<file path="src/rtl/gcd_pkg.sv">
package gcd_pkg;

    localparam int unsigned OPW = 32;

    typedef logic [OPW-1:0] word_t;

    typedef struct packed {
        word_t a;
        word_t b;
    } pair_t;

    typedef struct packed {
        logic  bzero;
        word_t value;
    } result_t;

    typedef enum logic {
        CORE_IDLE = 1'b0,
        CORE_RUN  = 1'b1
    } core_state_e;

    localparam int unsigned PAIR_W = $bits(pair_t);
    localparam int unsigned RES_W  = $bits(result_t);

    function automatic logic sub_step(word_t x, word_t y);
        return x >= y;
    endfunction

endpackage

</file>
<file path="src/rtl/gcd_queue.sv">
module gcd_queue #(
    parameter int W     = 8,
    parameter int DEPTH = 2
) (
    input  logic         clk,
    input  logic         rst,
    input  logic         push,
    input  logic [W-1:0] din,
    output logic         full,
    input  logic         pop,
    output logic [W-1:0] dout,
    output logic         empty
);
    localparam int PW = (DEPTH > 1) ? $clog2(DEPTH) : 1;
    localparam int CW = $clog2(DEPTH + 1);
    localparam logic [PW-1:0] LAST = PW'(DEPTH - 1);
    localparam logic [CW-1:0] FULL_CNT = CW'(DEPTH);

    logic [W-1:0]  mem [DEPTH];
    logic [PW-1:0] wr_ptr, rd_ptr;
    logic [CW-1:0] count;
    logic          do_push, do_pop;

    assign full    = (count == FULL_CNT);
    assign empty   = (count == '0);
    assign do_push = push && !full;
    assign do_pop  = pop && !empty;
    assign dout    = mem[rd_ptr];

    always_ff @(posedge clk) begin
        if (rst) begin
            wr_ptr <= '0;
            rd_ptr <= '0;
            count  <= '0;
        end else begin
            if (do_push) begin
                mem[wr_ptr] <= din;
                wr_ptr      <= (wr_ptr == LAST) ? '0 : wr_ptr + 1'b1;
            end
            if (do_pop) begin
                rd_ptr <= (rd_ptr == LAST) ? '0 : rd_ptr + 1'b1;
            end
            case ({do_push, do_pop})
                2'b10:   count <= count + 1'b1;
                2'b01:   count <= count - 1'b1;
                default: count <= count;
            endcase
        end
    end
endmodule

</file>
<file path="src/rtl/gcd_core.sv">
module gcd_core
    import gcd_pkg::*;
(
    input  logic    clk,
    input  logic    rst,
    input  logic    load,
    input  pair_t   load_pair,
    input  logic    take,
    output logic    busy,
    output logic    done,
    output result_t res
);
    core_state_e state;
    word_t       x, y;
    logic        bzero;

    assign busy      = (state == CORE_RUN);
    assign done      = busy && (x == '0);
    assign res.value = y;
    assign res.bzero = bzero;

    always_ff @(posedge clk) begin
        if (rst) begin
            state <= CORE_IDLE;
            x     <= '0;
            y     <= '0;
            bzero <= 1'b0;
        end else if (load) begin
            state <= CORE_RUN;
            if (load_pair.b == '0) begin
                // would never terminate: answer with the first operand at once
                x     <= '0;
                y     <= load_pair.a;
                bzero <= 1'b1;
            end else begin
                x     <= load_pair.a;
                y     <= load_pair.b;
                bzero <= 1'b0;
            end
        end else if (take) begin
            state <= CORE_IDLE;
        end else if (busy && x != '0) begin
            if (sub_step(x, y)) begin
                x <= x - y;
            end else begin
                x <= y;
                y <= x;
            end
        end
    end
endmodule

</file>
<file path="src/rtl/gcd_stream.sv">
module gcd_stream
    import gcd_pkg::*;
#(
    parameter int QDEPTH = 2
) (
    input  logic        clk,
    input  logic        rst,
    input  logic        in_valid,
    output logic        in_ready,
    input  logic [31:0] in_a,
    input  logic [31:0] in_b,
    output logic        out_valid,
    input  logic        out_ready,
    output logic [31:0] out_result,
    output logic        out_bzero
);
    logic              inq_full, inq_empty;
    logic              outq_full, outq_empty;
    logic [PAIR_W-1:0] inq_head;
    logic [RES_W-1:0]  outq_head;
    pair_t             in_pair, head_pair;
    result_t           core_res, out_res;
    logic              core_busy, core_done;
    logic              launch, retire;

    assign in_pair.a = in_a;
    assign in_pair.b = in_b;
    assign head_pair = inq_head;
    assign out_res   = outq_head;

    assign launch = !inq_empty && !core_busy;
    assign retire = core_done && !outq_full;

    gcd_queue #(.W(PAIR_W), .DEPTH(QDEPTH)) u_inq (
        .clk   (clk),
        .rst   (rst),
        .push  (in_valid),
        .din   (in_pair),
        .full  (inq_full),
        .pop   (launch),
        .dout  (inq_head),
        .empty (inq_empty)
    );

    gcd_core u_core (
        .clk       (clk),
        .rst       (rst),
        .load      (launch),
        .load_pair (head_pair),
        .take      (retire),
        .busy      (core_busy),
        .done      (core_done),
        .res       (core_res)
    );

    gcd_queue #(.W(RES_W), .DEPTH(QDEPTH)) u_outq (
        .clk   (clk),
        .rst   (rst),
        .push  (retire),
        .din   (core_res),
        .full  (outq_full),
        .pop   (out_ready),
        .dout  (outq_head),
        .empty (outq_empty)
    );

    assign in_ready   = !inq_full;
    assign out_valid  = !outq_empty;
    assign out_result = out_res.value;
    assign out_bzero  = out_res.bzero;
endmodule

</file>
<file path="config.mk">
export PLATFORM = sky130hd
export DESIGN_NAME = gcd_stream
export DESIGN_NICKNAME = d
export VERILOG_FILES = /design/src/rtl/gcd_pkg.sv /design/src/rtl/gcd_queue.sv /design/src/rtl/gcd_core.sv /design/src/rtl/gcd_stream.sv
export SDC_FILE = /design/constraint.sdc
export NUM_CORES = 1
export LEC_CHECK = 0
export BUFFER_PORTS_ARGS = -buffer_cell sky130_fd_sc_hd__buf_4
export CELL_PAD_IN_SITES_DETAIL_PLACEMENT = 1
export CELL_PAD_IN_SITES_GLOBAL_PLACEMENT = 1
export CORE_MARGIN = 2
export CORE_UTILIZATION = 46
export DETAILED_ROUTE_END_ITERATION = 7
export PLACE_DENSITY = 0.83
export RECOVER_POWER = 100
export SLEW_MARGIN = 20
export SYNTH_ARGS = -nofsm -noshare
export SYNTH_HDL_FRONTEND = slang
export SYNTH_SLANG_ARGS = --single-unit
</file>
<file path="constraint.sdc">
create_clock -name clk -period 8.7 [get_ports clk]
set_input_delay 1.305 -clock clk [delete_from_list [all_inputs] [get_ports clk]]
set_output_delay 1.305 -clock clk [all_outputs]
set_load 0.02 [all_outputs]
</file>
==> results.cfg <==
[run_status]
status = finished with violations
violations = max-capacitance violations, max-slew violations

[floorplan]
die_w_um = 171
die_h_um = 171
ios = 103
coreArea_sq_um = 27600
rows = 61
start_util_pct = 46.6
fp.dieArea_sq_um = 29300

[finish]
nFillCells = 2957
post-route-util_pct = 52.6
fin_nets = 1276
num_antenna_cells = 0
area_growth_pct = 12.9
drive_gt1_share_pct = 13.3

[sta]
hold_viol = 0
rsz0062_at_grt = no
setup_viol = 0
finalCritPeriodShare_pct = 68.4
setup_tns_ps = 0
finalMaxSlewViolations = 345
clock-skew-final_ps = 24.3
fmax_mhz = 168
slew_headroom_pct = -144
worstMarginPinSlew_ps = 3660
fin_crit_ps = 5950

[global_route]
grt_max_degree = 65
grtUsageMet3_pct = 5.29
grt-busiest-layer = met2
grt_pass1_wl_um = 57200
grtUsageMet1_pct = 34.5
gr-usage-met2_pct = 40.5
overflow = 0
grt_pass1_vias = 10000
antenna_found_initial = 1
track_usage_pct = 25.2

[clock_tree]
cts_tree = yes
cts.sinks = 270
hold_buffers = 0
cts-root-to-sink-buffers = 3
cts_resized = 0
cts_htree_levels = 1
post-cts-setup-buffers = 0
path_clk_slew_ps = 60
cts_buffers = 27
cts_root_buf = clkbuf_16
insertion_delay_ps = 550

[critical_path]
cpPeakStageDelay_ps = 1290
end_kind = register
slowest_stage = nand3_1
cp_data_arrival_time_ps = 6360
critPathKind = register to register
crit_family = compound AO/OA/AOI/OAI gates
crit_buf_inv = 2
crit_chain = inv_1 -> ha_1 -> a21oi_1 -> o21ai_0 -> a221oi_1 -> and3_1 -> or2_0 -> nand3_1 -> a21o_1 -> clkbuf_1 -> a211oi_1 -> a211oi_1
critical_path.most_common_cell = a211oi_1
crit_path_max_fanout = 37
crit_required_ps = 9110
start_kind = register

[drt]
vias = 9488
drtPass1Iterations = 5
drcViolationCount = 0
drtIter0Drc = 845
wl_per_cell_um = 23.4
routed_via_density = 6.04
finalWirelength_um = 36800
antenna_left = 0

[synthesis]
syn-num-nets = 1191
avgSynthCellArea_sq_um = 11.8
synth_edf_count = 194
async_reset_ff_share_pct = 0
ys_ff_latch = 270
yosysUniqueCellTypes = 74
synthesis.area_sq_um = 12900
ys.flop_type = edfxtp_1
synth_cells = 1088
ys_seq_area_share_pct = 57.1
ys_warn_count = 0

[flow_run]
drv_cap = 8

[power_and_ir_drop]
p_per_area_nw_per_um2 = 407
static-leakage-power_nw = 4.93
ir_drop_uv = 171

[hold_path]
min_path_type = register to register

[place]
gp_congestion = 0.944
portBuffers = 102
dp.final_hpwl_um = 26200
==> state kept, by name, indices dropped and copies added, names as in the netlist, named ones only <==
register / flops
u_outq.count: 2
u_core.busy: 1
u_core.bzero: 1
u_core.y: 32
u_inq.rd_ptr: 1
u_core.x: 32
u_outq.mem: 66
u_inq.count: 2
u_outq.rd_ptr: 1
u_inq.mem: 128
u_outq.wr_ptr: 1
u_inq.wr_ptr: 1
==> area by class of cell <==
cell class / count / area, sq um / area share, %
clock buffer: 34 / 722 / 4.97
inverter: 52 / 195 / 1.34
tap: 378 / 473 / 3.26
timing repair buffer: 117 / 597 / 4.11
multi-input combinational: 705 / 4950 / 34.1
clock inverter: 15 / 233 / 1.60
sequential: 270 / 7350 / 50.6
==> cell usage in the layout, fill, tap and decap left out, types with 24 or more instances in the layout <==
| master | synthesis | routed |
|---|---|---|
| dfxtp_1 | 76 | 75 |
| ha_1 | 34 | 34 |
| mux2_2 | 50 | 47 |
| nor2_1 | 62 | 62 |
| clkbuf_4 | 0 | 29 |
| inv_1 | 51 | 51 |
| nor4_1 | 24 | 24 |
| clkbuf_16 | 0 | 27 |
| mux2i_1 | 36 | 36 |
| a21oi_1 | 98 | 98 |
| nand2_1 | 63 | 63 |
| a211oi_1 | 71 | 84 |
| edfxtp_1 | 194 | 194 |
| o21ai_0 | 44 | 44 |
| clkbuf_1 | 34 | 80 |
==> kinds of logic (layout without fill, tap and decap cells) <==
family	Yosys count	after routing	share of synthesized area, %
compound gates	328	328	17.8
xor+xnor	32	32	2.18
simple gates	224	224	8.47
fa+ha+maj	35	35	3.46
flops	270	270	57.1
buf+inv	113	218	3.79
mux	86	86	7.18
==> metal layers <==
metal / part of all wire [%] / up-vias / wire (um)
met5: 0.035 / - / 13
met4: 2.5 / 2 / 901
met3: 7.4 / 60 / 2720
met2: 46 / 350 / 16900
met1: 44 / 4730 / 16200
li1: - / 4346 / -
==> worst paths after layout <==
| path | startpoint | to | slack [ps] | depth (start not counted) |
|---|---|---|---|---|
| min | u_core.y[24] | u_outq.mem[0][24] | 460 | 0 |
| max | u_core.y[13] | u_core.y[19] | 2750 | 12 |
| min reg2reg | u_core.y[24] | u_outq.mem[0][24] | 460 | 0 |
| max reg2reg | u_core.y[13] | u_core.y[19] | 2750 | 12 |
==> power breakdown <==
| part | total (W) | leakage, nW | internal, W | switching, W |
|---|---|---|---|---|
| combinational | 0.00283 | 2.06 | 0.00101 | 0.00182 |
| clock | 0.00126 | 0.458 | 0.000764 | 0.000494 |
| sequential | 0.00182 | 2.41 | 0.00161 | 0.000211 |
| total | 0.00591 | 4.93 | 0.00338 | 0.00253 |
==> per-stage QoR <==
stage	total power [W]	setup WS (ps)	instances	area [sq um]	hold WS, ps
after floorplan	0.00388	1710	1088	12900	426
after global placement	0.00453	4870	1522	14000	433
after detailed placement	0.00464	4680	1522	14000	446
final	0.00591	2750	1571	14500	457
after global routing	0.00623	2360	1571	14500	486
after CTS	0.00592	4610	1571	14900	461
==> worst register-to-register path, delay by kind of cell, from the launching register on <==
| kind | cells | cell delay (ps) |
|---|---|---|
| buffers and inverters | 2 | 1170 |
| AO/OA/AOI/OAI | 6 | 2040 |
| AND/OR/NAND/NOR | 3 | 1730 |
| adder cells (fa/ha/maj) | 1 | 420 |
| flip-flops | 1 | 440 |
==> cell usage after synthesis (all sizes together), types with 4 or more instances <==
cell type,instances,area [sq um]
o31ai,5,51.3
o211ai,22,165
a31oi,4,25.0
nand4,9,56.3
dfxtp,76,1520
o21ai,45,225
a21o,11,82.6
and3,7,48.8
nand2,63,236
o21bai,4,30.0
nor2,62,233
edfxtp,194,5830
a21oi,99,499
nor3,14,75.1
o21a,6,45.0
mux2i,36,360
a222oi,4,40.0
ha,34,425
o221a,5,56.3
buf,26,160
nand3,19,108
or2,6,37.5
mux2,50,563
nor4,24,150
a211oi,90,778
or3,6,42.5
nand2b,5,31.3
a221oi,6,52.6
xnor2,22,193
inv,51,191
xor2,10,87.6
clkbuf,35,133
Power figures use the tool's default switching activity.
